File: src/rtl/aks_pkg.sv
package aks_pkg;

  typedef enum logic [1:0] {
    AKS_OFF     = 2'b00,
    AKS_GROUP   = 2'b01,
    AKS_GLOBAL  = 2'b10,
    AKS_GLOBAL2 = 2'b11
  } aks_mode_e;

  localparam int unsigned NGROUPS = 3;

  // fixed grouping: pairs alternate between group 0 and 1, keys 8 and up form group 2
  function automatic int unsigned key_group(input int unsigned k);
    if (k >= 8) return 2;
    return (k >> 1) & 1;
  endfunction

  function automatic logic [63:0] group_mask(input int unsigned g);
    logic [63:0] m;
    m = '0;
    for (int unsigned k = 0; k < 64; k++) begin
      if (key_group(k) == g) m[k] = 1'b1;
    end
    return m;
  endfunction

endpackage

File: src/rtl/aks_pick.sv
module aks_pick #(
  parameter int unsigned N  = 10,
  parameter int unsigned SW = 8
) (
  input  logic [N-1:0]    member,
  input  logic [N-1:0]    key_en,
  input  logic [N-1:0]    cand,
  input  logic [N-1:0]    held,
  input  logic [N*SW-1:0] strength,
  output logic [N-1:0]    grant
);

  logic [N-1:0]  live;
  logic [N-1:0]  owner;
  logic          owned;
  logic [N-1:0]  best_hot;
  logic [SW-1:0] best_val;
  logic          found;

  assign live = member & key_en;

  // lowest-numbered enabled held key owns the domain
  always_comb begin
    owner = '0;
    owned = 1'b0;
    for (int i = 0; i < N; i++) begin
      if (live[i] && held[i] && !owned) begin
        owner[i] = 1'b1;
        owned    = 1'b1;
      end
    end
  end

  // strongest candidate; strict compare keeps the lower index on a tie
  always_comb begin
    best_hot = '0;
    best_val = '0;
    found    = 1'b0;
    for (int i = 0; i < N; i++) begin
      if (live[i] && cand[i] &&
          (!found || strength[i*SW +: SW] > best_val)) begin
        best_hot    = '0;
        best_hot[i] = 1'b1;
        best_val    = strength[i*SW +: SW];
        found       = 1'b1;
      end
    end
  end

  assign grant = owned ? (owner & cand) : best_hot;

endmodule

File: src/rtl/aks_arbiter.sv
module aks_arbiter #(
  parameter int unsigned NKEYS = 10,
  parameter int unsigned SW    = 8
) (
  input  logic                clk,
  input  logic                rst,
  input  logic [1:0]          mode,
  input  logic                fast_req,
  input  logic [NKEYS-1:0]    key_en,
  input  logic [NKEYS-1:0]    cand,
  input  logic [NKEYS-1:0]    held,
  input  logic [NKEYS*SW-1:0] strength,
  output logic [NKEYS-1:0]    pass,
  output logic                fast_ok
);
  import aks_pkg::*;

  localparam int unsigned NDOM = NGROUPS + 1; // last domain spans every key

  logic [NKEYS-1:0] dom_grant [NDOM];
  logic [NKEYS-1:0] grouped_v;
  logic [NKEYS-1:0] pass_d;
  logic [NKEYS-1:0] pass_q;
  logic             fast_q;

  for (genvar d = 0; d < NDOM; d++) begin : g_dom
    localparam logic [NKEYS-1:0] MEMBER =
      (d < NGROUPS) ? NKEYS'(group_mask(d)) : {NKEYS{1'b1}};
    aks_pick #(.N(NKEYS), .SW(SW)) u_pick (
      .member   (MEMBER),
      .key_en   (key_en),
      .cand     (cand),
      .held     (held),
      .strength (strength),
      .grant    (dom_grant[d])
    );
  end

  always_comb begin
    grouped_v = '0;
    for (int d = 0; d < NGROUPS; d++) grouped_v = grouped_v | dom_grant[d];
  end

  always_comb begin
    unique case (aks_mode_e'(mode))
      AKS_OFF:   pass_d = cand & key_en;
      AKS_GROUP: pass_d = grouped_v;
      default:   pass_d = dom_grant[NGROUPS];
    endcase
  end

  always_ff @(posedge clk) begin
    if (rst) begin
      pass_q <= '0;
      fast_q <= 1'b0;
    end else begin
      pass_q <= pass_d;
      fast_q <= fast_req && (mode == AKS_OFF);
    end
  end

  assign pass    = pass_q;
  assign fast_ok = fast_q;

  AST_OFF_TRANSPARENT: assert property (@(posedge clk) disable iff (rst)
    (mode == AKS_OFF) |=> (pass == $past(cand & key_en)));

  AST_GLOBAL_SINGLE: assert property (@(posedge clk) disable iff (rst)
    (mode[1]) |=> $onehot0(pass));

  for (genvar d = 0; d < NGROUPS; d++) begin : g_chk
    localparam logic [NKEYS-1:0] GM = NKEYS'(group_mask(d));
    AST_GROUP_SINGLE: assert property (@(posedge clk) disable iff (rst)
      (mode == AKS_GROUP) |=> $onehot0(pass & GM));
  end

  AST_UNUSED_QUIET: assert property (@(posedge clk) disable iff (rst)
    1'b1 |=> ((pass & ~$past(key_en)) == '0));

  AST_PASS_NEEDS_CAND: assert property (@(posedge clk) disable iff (rst)
    1'b1 |=> ((pass & ~$past(cand)) == '0));

  AST_FAST_LOCKOUT: assert property (@(posedge clk) disable iff (rst)
    (mode != AKS_OFF) |=> !fast_ok);

  AST_HELD_OWNS: assert property (@(posedge clk) disable iff (rst)
    (mode[1] && (held & key_en) != '0) |=> ((pass & ~$past(held)) == '0));

endmodule

File: config.mk
export PLATFORM = sky130hd
export DESIGN_NAME = aks_arbiter
export DESIGN_NICKNAME = d
export VERILOG_FILES = /design/src/rtl/aks_pkg.sv /design/src/rtl/aks_pick.sv /design/src/rtl/aks_arbiter.sv
export SDC_FILE = /design/constraint.sdc
export NUM_CORES = 1
export LEC_CHECK = 0
export ABC_AREA = 1
export BUFFER_PORTS_ARGS = -buffer_cell sky130_fd_sc_hd__buf_4
export CAP_MARGIN = 20
export CORE_UTILIZATION = 35
export DETAILED_ROUTE_END_ITERATION = 8
export GPL_ROUTABILITY_DRIVEN = 0
export PLACE_DENSITY = 0.61
export SLEW_MARGIN = 20
export SYNTH_ARGS = -nofsm -noshare
export SYNTH_HDL_FRONTEND = slang
export SYNTH_HIERARCHICAL = 1
export SYNTH_SLANG_ARGS = --single-unit
export TNS_END_PERCENT = 5
File: constraint.sdc
create_clock -name clk -period 13.1 [get_ports clk]
set_clock_uncertainty 0.1 [all_clocks]
set_input_delay 1.31 -clock clk [delete_from_list [all_inputs] [get_ports clk]]
set_output_delay 1.31 -clock clk [all_outputs]
set_load 0.05 [all_outputs]
==> results of run 1 <==
==> metal layers <==
layer | up-vias | routed length, µm
met1 | 7288 | 21300
met5 | - | 14
met4 | 2 | 2230
met2 | 437 | 24400
met3 | 133 | 2050
li1 | 8063 | -
==> kinds of logic (layout without fill, tap and decap cells) <==
group	count (synthesis)	count (layout)	share of synthesized area
AO/OA/AOI/OAI	403	403	0.174
AND/OR/NAND/NOR	1180	1183	0.430
buffers and inverters	344	599	0.106
flip-flops	11	11	0.0171
adder cells (fa/ha/maj)	280	280	0.272
other	2	76	0.000583
==> cell usage after synthesis (2+ instances only) <==
| library cell | instances |
|---|---|
| dfxtp_1 | 11 |
| nor3_1 | 9 |
| o21ai_0 | 186 |
| a21oi_2 | 2 |
| o21bai_1 | 9 |
| nand3_2 | 20 |
| a221oi_1 | 5 |
| clkinv_1 | 8 |
| nand3b_1 | 12 |
| o211ai_1 | 2 |
| nand2_1 | 596 |
| nor2_2 | 8 |
| o22ai_1 | 5 |
| nand2_4 | 23 |
| or2_1 | 3 |
| o221ai_1 | 5 |
| clkbuf_1 | 8 |
| a21o_1 | 7 |
| o21ai_1 | 37 |
| nor4_1 | 4 |
| o32ai_1 | 5 |
| o41ai_1 | 5 |
| nand4_1 | 55 |
| ha_1 | 280 |
| and2_1 | 40 |
| nor2_1 | 130 |
| buf_1 | 10 |
| inv_1 | 267 |
| a211oi_1 | 8 |
| nor2_4 | 2 |
| inv_2 | 36 |
| a21oi_1 | 104 |
| nand3_1 | 190 |
| o21a_1 | 18 |
| buf_2 | 5 |
| and3_1 | 5 |
| or2_2 | 29 |
| o21ai_2 | 3 |
| conb_1 | 2 |
| nand2_2 | 53 |
| buf_6 | 6 |
==> metrics by stage <==
step / area (µm²) / power, mW / utilization / hold slack, ps
6_report: 16400 / 0.961 / 0.458 / 1190
5_1_grt: 16400 / 1.07 / 0.458 / 1210
4_1_cts: 16200 / 0.911 / 0.451 / 1200
3_5_place_dp: 15500 / 0.814 / 0.432 / 1440
3_3_place_gp: 15500 / 0.790 / 0.432 / 1430
2_1_floorplan: 13200 / 0.557 / - / 1330
==> registers in the layout (all words and copies together) (netlist names) <==
name,cells
pass,10
fast_ok,1
==> area by class of cell <==
cell class | instances | area, µm²
clock buffer | 4 | 78.8
fill | 3833 | 19500
inverter | 313 | 1200
multi-input combinational | 1942 | 12200
sequential | 11 | 220
tap | 461 | 577
timing repair buffer | 281 | 2180
timing repair inverter | 1 | 7.51
==> how the worst max path moves through the flow <==
| stage | cells past startpoint | to | start |
|---|---|---|---|
| 6_report | 109 | pass[9] | key_en[0] |
| 5_1_grt | 116 | pass[2] | key_en[0] |
| 4_1_cts | 112 | pass[2] | cand[0] |
| 3_5_place_dp | 108 | pass[1] | cand[0] |
| 3_3_place_gp | 103 | pass[1] | cand[0] |
| 2_1_floorplan | 110 | pass[1] | cand[0] |
==> what timing repair did <==
| action | CTS | global route |
|---|---|---|
| hold buffers | 0 | 0 |
| endpoints found under the setup margin | 10 | 10 |
| gates resized for setup | 111 | 45 |
| pin swaps | 52 | 45 |
| cloned | 5 | 0 |
| buffers inserted | 20 | 7 |
==> worst min-delay path, stage by stage <==
cell     delay, ps
buf_4           70
nand2_1         40
nor2_1          70
==> power by group through the flow <==
| stage | Sequential [mW] | Clock [mW] | Combinational [mW] |
|---|---|---|---|
| 6_report | 0.0357 | 0.0548 | 0.870 |
| 5_1_grt | 0.0358 | 0.0575 | 0.977 |
| 4_1_cts | 0.0357 | 0.0559 | 0.819 |
| 3_5_place_dp | 0.0363 | 0 | 0.778 |
| 3_3_place_gp | 0.0363 | 0 | 0.753 |
| 2_1_floorplan | 0.0417 | 0 | 0.516 |
==> out/metrics.cfg, run 1 <==
[final_layout]
drive_gt1_frac = 0.227
final_cell_mix = nand2_1, buf_4, ha_1, inv_1, nand3_1
syn_to_final_growth_pct = 27.8
stdcell_count = 3013
mostFrequentLayoutCell = nand2_1
antenna_cells = 0
fin_nets = 2948

[synth]
yosys_warnings = 6
syn_area_um2 = 12900
synth_top_cell_by_area = ha_1
async_flop_share = 0
synth_top_area_frac = 0.272
ys_ff_latch = 11
synth-edff-count = 0
ys_seq_area_frac = 0.0171
synth_area_per_cell_um2 = 5.80
synthTopCellsByArea = ha_1, nand2_1, inv_1
synth_cell_type_count = 48
synth_top_flop_cell = dfxtp_1
netlist_instances = 2220

[floorplanning]
core-area_um2 = 35900
die_w_um = 194
start_util = 0.358
die_h_um = 194
io_pins = 126
row_count = 69
die_area_um2 = 37600

[power_and_ir_drop]
p_sw_frac = 0.558
leakagePower_nw = 9.35
power_switching_mw = 0.536
peakVddDrop_mv = 0.0379
power.share.combinational = 0.906
p_int_mw = 0.425
power.density_nw_per_um2 = 58.4
p_seq_frac = 0.037
clkPwrFrac = 0.057

[timing]
slew_headroom = 0.510
fin_crit_ps = 13910
hold_viol = 0
fin_tns_setup_ps = -6140
drv_slew = 0
post-route-period-util = 1.06
setup_violations = 10
worst_pin_slew_ps = 727
layout_setup_ws_ps = -814
rsz0062_at_grt = true
fmaxAchievable_ghz = 0.0719

[critical_path]
cp_top_family = simple AND/OR/NAND/NOR gates
cp-end-kind = flop
arrival_ps = 13990
max_stage_delay_ps = 350
crit_buf_inv = 22
cp_data_required_time_ps = 13180
worst_path_max_delay_cell = o41ai_2
cp_common_cell = nand2_1
crit_path_max_fanout = 15
critPathKind = primary input to flop
startpoint_type = primary input

[placed_design]
dpl.cell_count = 2977
io_buffers = 125
preCtsSetupSlack_ps = -1530
dpl.hpwl_mm = 41.8

[clocking]
numCtsBuffers = 3
cts.path.max_buffers = 2
cts_tree = built
cts.clk_slew.worst_paths_ps = 40
root_buffer = clkbuf_16
cts_sinks = 11
htree_num_levels = 1

[route]
ant_nets = 0
vias = 15900
avgViaCountPerCell = 5.28
drt_iter0_drc = 869
dr.pass1.iters = 5
wl_mm = 50.0
wire_per_inst_um = 16.6
drc_errors = 0

[worst_hold_path]
worstHoldStart = fast_req
min_path_cells = 3
hold_end = fast_ok
hold_class = primary input to flop

[grt]
antenna_found_initial = 1
grt_util_met2 = 0.473
grtUsageMet1 = 0.304
grt_pass1_vias = 15300
grt_pass1_wl_mm = 77.7
grt_use_total = 0.257
busiest_layer = met2
grtUsageMet3 = 0.0164
gr-total-overflow = 0
grt_max_degree = 19

[flow_run]
max-cap-violations = 0

[status]
outcome = complete, but fails checks
violations = setup timing

Power figures use the tool's default switching activity.
==> run 2: changes to the inputs <==
--- a/config.mk
+++ b/config.mk
@@ -8,6 +8,7 @@
 export ABC_AREA = 1
 export BUFFER_PORTS_ARGS = -buffer_cell sky130_fd_sc_hd__buf_4
 export CAP_MARGIN = 20
+export CORE_ASPECT_RATIO = 1.2
 export CORE_UTILIZATION = 35
 export DETAILED_ROUTE_END_ITERATION = 8
 export GPL_ROUTABILITY_DRIVEN = 0
==> out/metrics.cfg, run 2 (synthesis results as in run 1) <==
[status]
outcome = complete, but fails checks
violations = setup timing

[floorplanning]
die_area_um2 = 37600  ; about the same
die_h_um = 212  ; +9.4%
row_count = 76  ; +10%
die_w_um = 177  ; -8.6%
start_util = 0.357  ; -0.00124
core-area_um2 = 36000  ; +0.35%
io_pins = 126  ; unchanged

[final_layout]
drive_gt1_frac = 0.221  ; -0.00540
final_area_um2 = 16300  ; -0.60%
antenna_cells = 0  ; unchanged
final_cell_mix = nand2_1, buf_4, ha_1, inv_1, nand3_1
fillCellCount = 3841  ; +0.21%
fin_nets = 2956  ; +0.27%
mostFrequentLayoutCell = nand2_1
largest_reg_flops = 10  ; unchanged
syn_to_final_growth_pct = 27.0

[route]
dr_wl_met2_mm = 24.9  ; +2.0%
drt_iter0_drc = 810  ; -6.8%
wl_mm = 49.3  ; -1.4%
top_layer = met4
dr.pass1.iters = 5  ; unchanged
wire_per_inst_um = 16.3  ; -1.9%
wl_met3_mm = 1.74  ; -15%
vias = 15900  ; -0.16%
drc_errors = 0  ; unchanged
met1_length_mm = 19.4  ; -9.0%
ant_nets = 0  ; unchanged
avgViaCountPerCell = 5.25  ; -0.66%

[timing]
hold_ws_ps = 1200  ; +10.7 ps
fin_tns_setup_ps = -5970  ; +167 ps
slew_headroom = 0.593  ; +0.0824
drv_slew = 0  ; unchanged
post-route-period-util = 1.06  ; -0.00265
fin_crit_ps = 13880  ; -34.7 ps
worst_pin_slew_ps = 609  ; -117 ps
hold_viol = 0  ; unchanged
rsz0062_at_grt = true
layout_setup_ws_ps = -780  ; +34.7 ps
fmaxAchievable_ghz = 0.0720  ; +0.25%
setup_violations = 10  ; unchanged

[critical_path]
cp_data_required_time_ps = 13180  ; about the same
arrival_ps = 13960  ; -30 ps
max_stage_delay_ps = 340  ; about the same
critPathKind = primary input to flop
cp-end-kind = flop
startpoint_type = primary input
endpoint = pass[9]
worst_path_max_delay_cell = o41ai_1
critPathLaunch = cand[0]
cp_common_cell = nand2_1
crit_path_max_fanout = 9  ; -6

[placed_design]
dpl-instance-area_um2 = 15500  ; +0.10%
dpl.hpwl_mm = 42.0  ; +0.67%
io_buffers = 125  ; unchanged
preCtsSetupSlack_ps = -1450  ; +78.2 ps

[clocking]
numCtsBuffers = 3  ; unchanged
root_buffer = clkbuf_16
cts_sinks = 11  ; unchanged
cts.clk_slew.worst_paths_ps = 40  ; about the same
cts_tree = built
htree_num_levels = 1  ; unchanged
postCtsHoldBufs = 0  ; unchanged
cts.path.max_buffers = 2  ; unchanged

[grt]
grt_use_total = 0.258  ; +0.00162
grt_pass1_wl_mm = 77.6  ; about the same
antenna_found_initial = 0  ; -1
gr-total-overflow = 0  ; unchanged
grt_pass1_vias = 15500  ; +1.2%
grt_max_degree = 19  ; unchanged

[flow_run]
max-cap-violations = 0  ; unchanged

[worst_hold_path]
hold_class = primary input to flop

[power_and_ir_drop]
peakVddDrop_mv = 0.0425  ; +12%
finalPower_mw = 0.944  ; -1.8%
power.density_nw_per_um2 = 57.7  ; -1.2%
leakagePower_nw = 9.34  ; -0.14%

run 2: metal layers:
layer / up-vias / track usage
li1: 8086 / -
met1: 7207 / 0.276
met2: 440 / 0.493
met3: 164 / 0.0139
met4: 0 / 0.155
met5: - / 0
run 2: final cells by class:
class	count	area, µm²	share of cell area
Inverter	313	1200	0.0737
Timing Repair Buffer	286	2160	0.132
Clock buffer	4	78.8	0.00482
Sequential cell	11	220	0.0135
Tap cell	468	586	0.0358
Timing Repair inverter	1	7.51	0.000459
Multi-Input combinational cell	1945	12100	0.740
run 2: worst min path at each step:
stage / from / end / slack (ps) / depth (start not counted)
floorplan: fast_req / fast_ok / 1330 / 2
detailed placement: fast_req / fast_ok / 1450 / 3
global route: fast_req / fast_ok / 1240 / 3
CTS: fast_req / fast_ok / 1200 / 3
finish: fast_req / fast_ok / 1200 / 3
global placement: fast_req / fast_ok / 1430 / 3
run 2: critical path: cells and delay by family:
family,cells,cell delay (ps)
AND/OR/NAND/NOR,61,5300
buffers and inverters,21,2130
adder cells (fa/ha/maj),9,2530
AO/OA/AOI/OAI,22,2680
run 2: power breakdown:
| part | switching (mW) | internal (mW) | leakage [nW] |
|---|---|---|---|
| Sequential | 0.000449 | 0.0352 | 0.0896 |
| Combinational | 0.508 | 0.344 | 9.21 |
| Clock | 0.0153 | 0.0409 | 0.0382 |
| Total | 0.524 | 0.420 | 9.34 |
run 2: timing repair:
item	CTS	global route
setup endpoints to repair	10	10
gates resized for setup	92	38
cloned	8	0
buffers inserted	25	1
pin swaps	63	48
run 2: metrics by stage:
stage               cells  utilization
floorplan            2294            -
global placement     2990        0.431
detailed placement   2990        0.431
CTS                  3027        0.449
global route         3028        0.454
finish               3028        0.454
==> run 3: changes to the inputs <==
--- a/config.mk
+++ b/config.mk
@@ -9,10 +9,9 @@
 export BUFFER_PORTS_ARGS = -buffer_cell sky130_fd_sc_hd__buf_4
 export CAP_MARGIN = 20
 export CORE_ASPECT_RATIO = 1.2
-export CORE_UTILIZATION = 35
+export CORE_UTILIZATION = 55
 export DETAILED_ROUTE_END_ITERATION = 8
-export GPL_ROUTABILITY_DRIVEN = 0
-export PLACE_DENSITY = 0.61
+export PLACE_DENSITY = 0.85
 export SLEW_MARGIN = 20
 export SYNTH_ARGS = -nofsm -noshare
 export SYNTH_HDL_FRONTEND = slang
==> out/metrics.cfg, run 3 (synthesis results as in run 1) <==
[status]
outcome = complete, but fails checks
violations = setup timing

[floorplanning]
die_area_um2 = 24000  ; -36%
io_pins = 126  ; unchanged
core-area_um2 = 22700  ; -37%
row_count = 60  ; -21%
die_h_um = 170  ; -20%
die_w_um = 142  ; -20%
start_util = 0.568  ; +0.211

[route]
wl_mm = 52.1  ; +5.5%
ant_nets = 0  ; unchanged
vias = 17100  ; +7.4%
drt_iter0_drc = 1286  ; +59%
dr.pass1.iters = 8  ; +3
avgViaCountPerCell = 5.96  ; +14%
drc_errors = 0  ; unchanged
wire_per_inst_um = 18.2  ; +12%

[critical_path]
cp-end-kind = flop
critPathKind = primary input to flop
arrival_ps = 14640  ; +680 ps
startpoint_type = primary input
cp_common_cell = nand2_1
crit_path_max_fanout = 8  ; -1
cp_data_required_time_ps = 13130  ; -50 ps
endpoint = pass[5]
crit_cells = 109  ; -3.5%
cp_top_family = simple AND/OR/NAND/NOR gates
worst_path_max_delay_cell = o41ai_2
max_stage_delay_ps = 350  ; about the same
critPathLaunch = key_en[0]
crit_buf_inv = 20  ; -4.8%

[grt]
gr-total-overflow = 0  ; unchanged
grt_max_degree = 19  ; unchanged
grt_pass1_vias = 15700  ; +1.2%
grt_pass1_wl_mm = 75.5  ; -2.7%
antenna_found_initial = 2  ; +2
grt_use_total = 0.394  ; +0.135

[timing]
worst_pin_slew_ps = 845  ; +236 ps
rsz0062_at_grt = true
slew_headroom = 0.431  ; -0.162
fin_crit_ps = 14620  ; +736 ps
setup_violations = 10  ; unchanged
fmaxAchievable_ghz = 0.0684  ; -5.0%
post-route-period-util = 1.12  ; +0.0562
layout_setup_ws_ps = -1520  ; -736 ps
drv_slew = 0  ; unchanged
hold_viol = 0  ; unchanged

[placed_design]
preCtsSetupSlack_ps = -1330  ; +118 ps
dpl.hpwl_mm = 40.0  ; -4.8%
place_congestion = 1.02
io_buffers = 125  ; unchanged

[worst_hold_path]
worstHoldStart = fast_req
min_path_cells = 3  ; unchanged
hold_class = primary input to flop

[clocking]
htree_num_levels = 1  ; unchanged
root_buffer = clkbuf_16
numCtsBuffers = 3  ; unchanged
cts_tree = built
postCtsHoldBufs = 0  ; unchanged
cts.path.max_buffers = 2  ; unchanged
cts_sinks = 11  ; unchanged
cts.clk_slew.worst_paths_ps = 40  ; about the same

[final_layout]
antenna_cells = 0  ; unchanged
largest_reg_flops = 10  ; unchanged
mostFrequentLayoutCell = nand2_1
fin_nets = 2950  ; -0.20%
final_cell_mix = nand2_1, buf_4, ha_1, inv_1, nand3_1
syn_to_final_growth_pct = 30.5
drive_gt1_frac = 0.258  ; +0.0362

[flow_run]
max-cap-violations = 0  ; unchanged

[power_and_ir_drop]
peakVddDrop_mv = 0.0406  ; -4.5%
leakagePower_nw = 9.45  ; +1.2%
finalPower_mw = 1.03  ; +9.1%
power.density_nw_per_um2 = 61.3  ; +6.1%

run 3: where the power goes:
part	switching (mW)	leakage (nW)	total, mW	internal [mW]
logic	0.568	9.33	0.938	0.370
registers	0.000518	0.0896	0.0357	0.0352
clock network	0.0152	0.0382	0.0561	0.0409
total	0.584	9.45	1.03	0.446
run 3: cell type report:
cell class | count | area, µm²
timing repair buffer | 282 | 2210
sequential | 11 | 220
inverter | 313 | 1220
clock buffer | 4 | 78.8
multi-input combinational | 1942 | 12700
tap | 310 | 388
timing repair inverter | 2 | 16.3
fill | 1844 | 5870
run 3: per-layer routing:
| layer | up-vias | part of all wire | track usage |
|---|---|---|---|
| met4 | 2 | 0.10 | 0.356 |
| met5 | - | 0.00025 | 0 |
| li1 | 8077 | - | - |
| met3 | 386 | 0.080 | 0.0686 |
| met2 | 925 | 0.47 | 0.701 |
| met1 | 7688 | 0.35 | 0.391 |
run 3: stage by stage:
step	cells	TNS [ps]	hold slack [ps]	instance area (µm²)	utilization
6_report	2864	-12280	1210	16800	0.741
5_1_grt	2864	-24420	1220	16800	0.741
4_1_cts	2842	-3920	1210	15600	0.689
3_5_place_dp	2825	-9640	1450	15300	0.675
3_3_place_gp	2825	-6530	1430	15300	0.675
2_1_floorplan	2294	0	1330	13200	-
run 3: what timing repair did:
action / CTS / global route
pin swaps: 21 / 128
setup buffers: 10 / 20
setup endpoints to repair: 10 / 10
gates resized for setup: 42 / 232
cloned: 3 / 4
run 3: worst min path at each step:
| stage | endpoint | slack (ps) |
|---|---|---|
| floorplan | fast_ok | 1330 |
| global placement | fast_ok | 1430 |
| detailed placement | fast_ok | 1450 |
| CTS | fast_ok | 1210 |
| global route | fast_ok | 1220 |
| finish | fast_ok | 1210 |
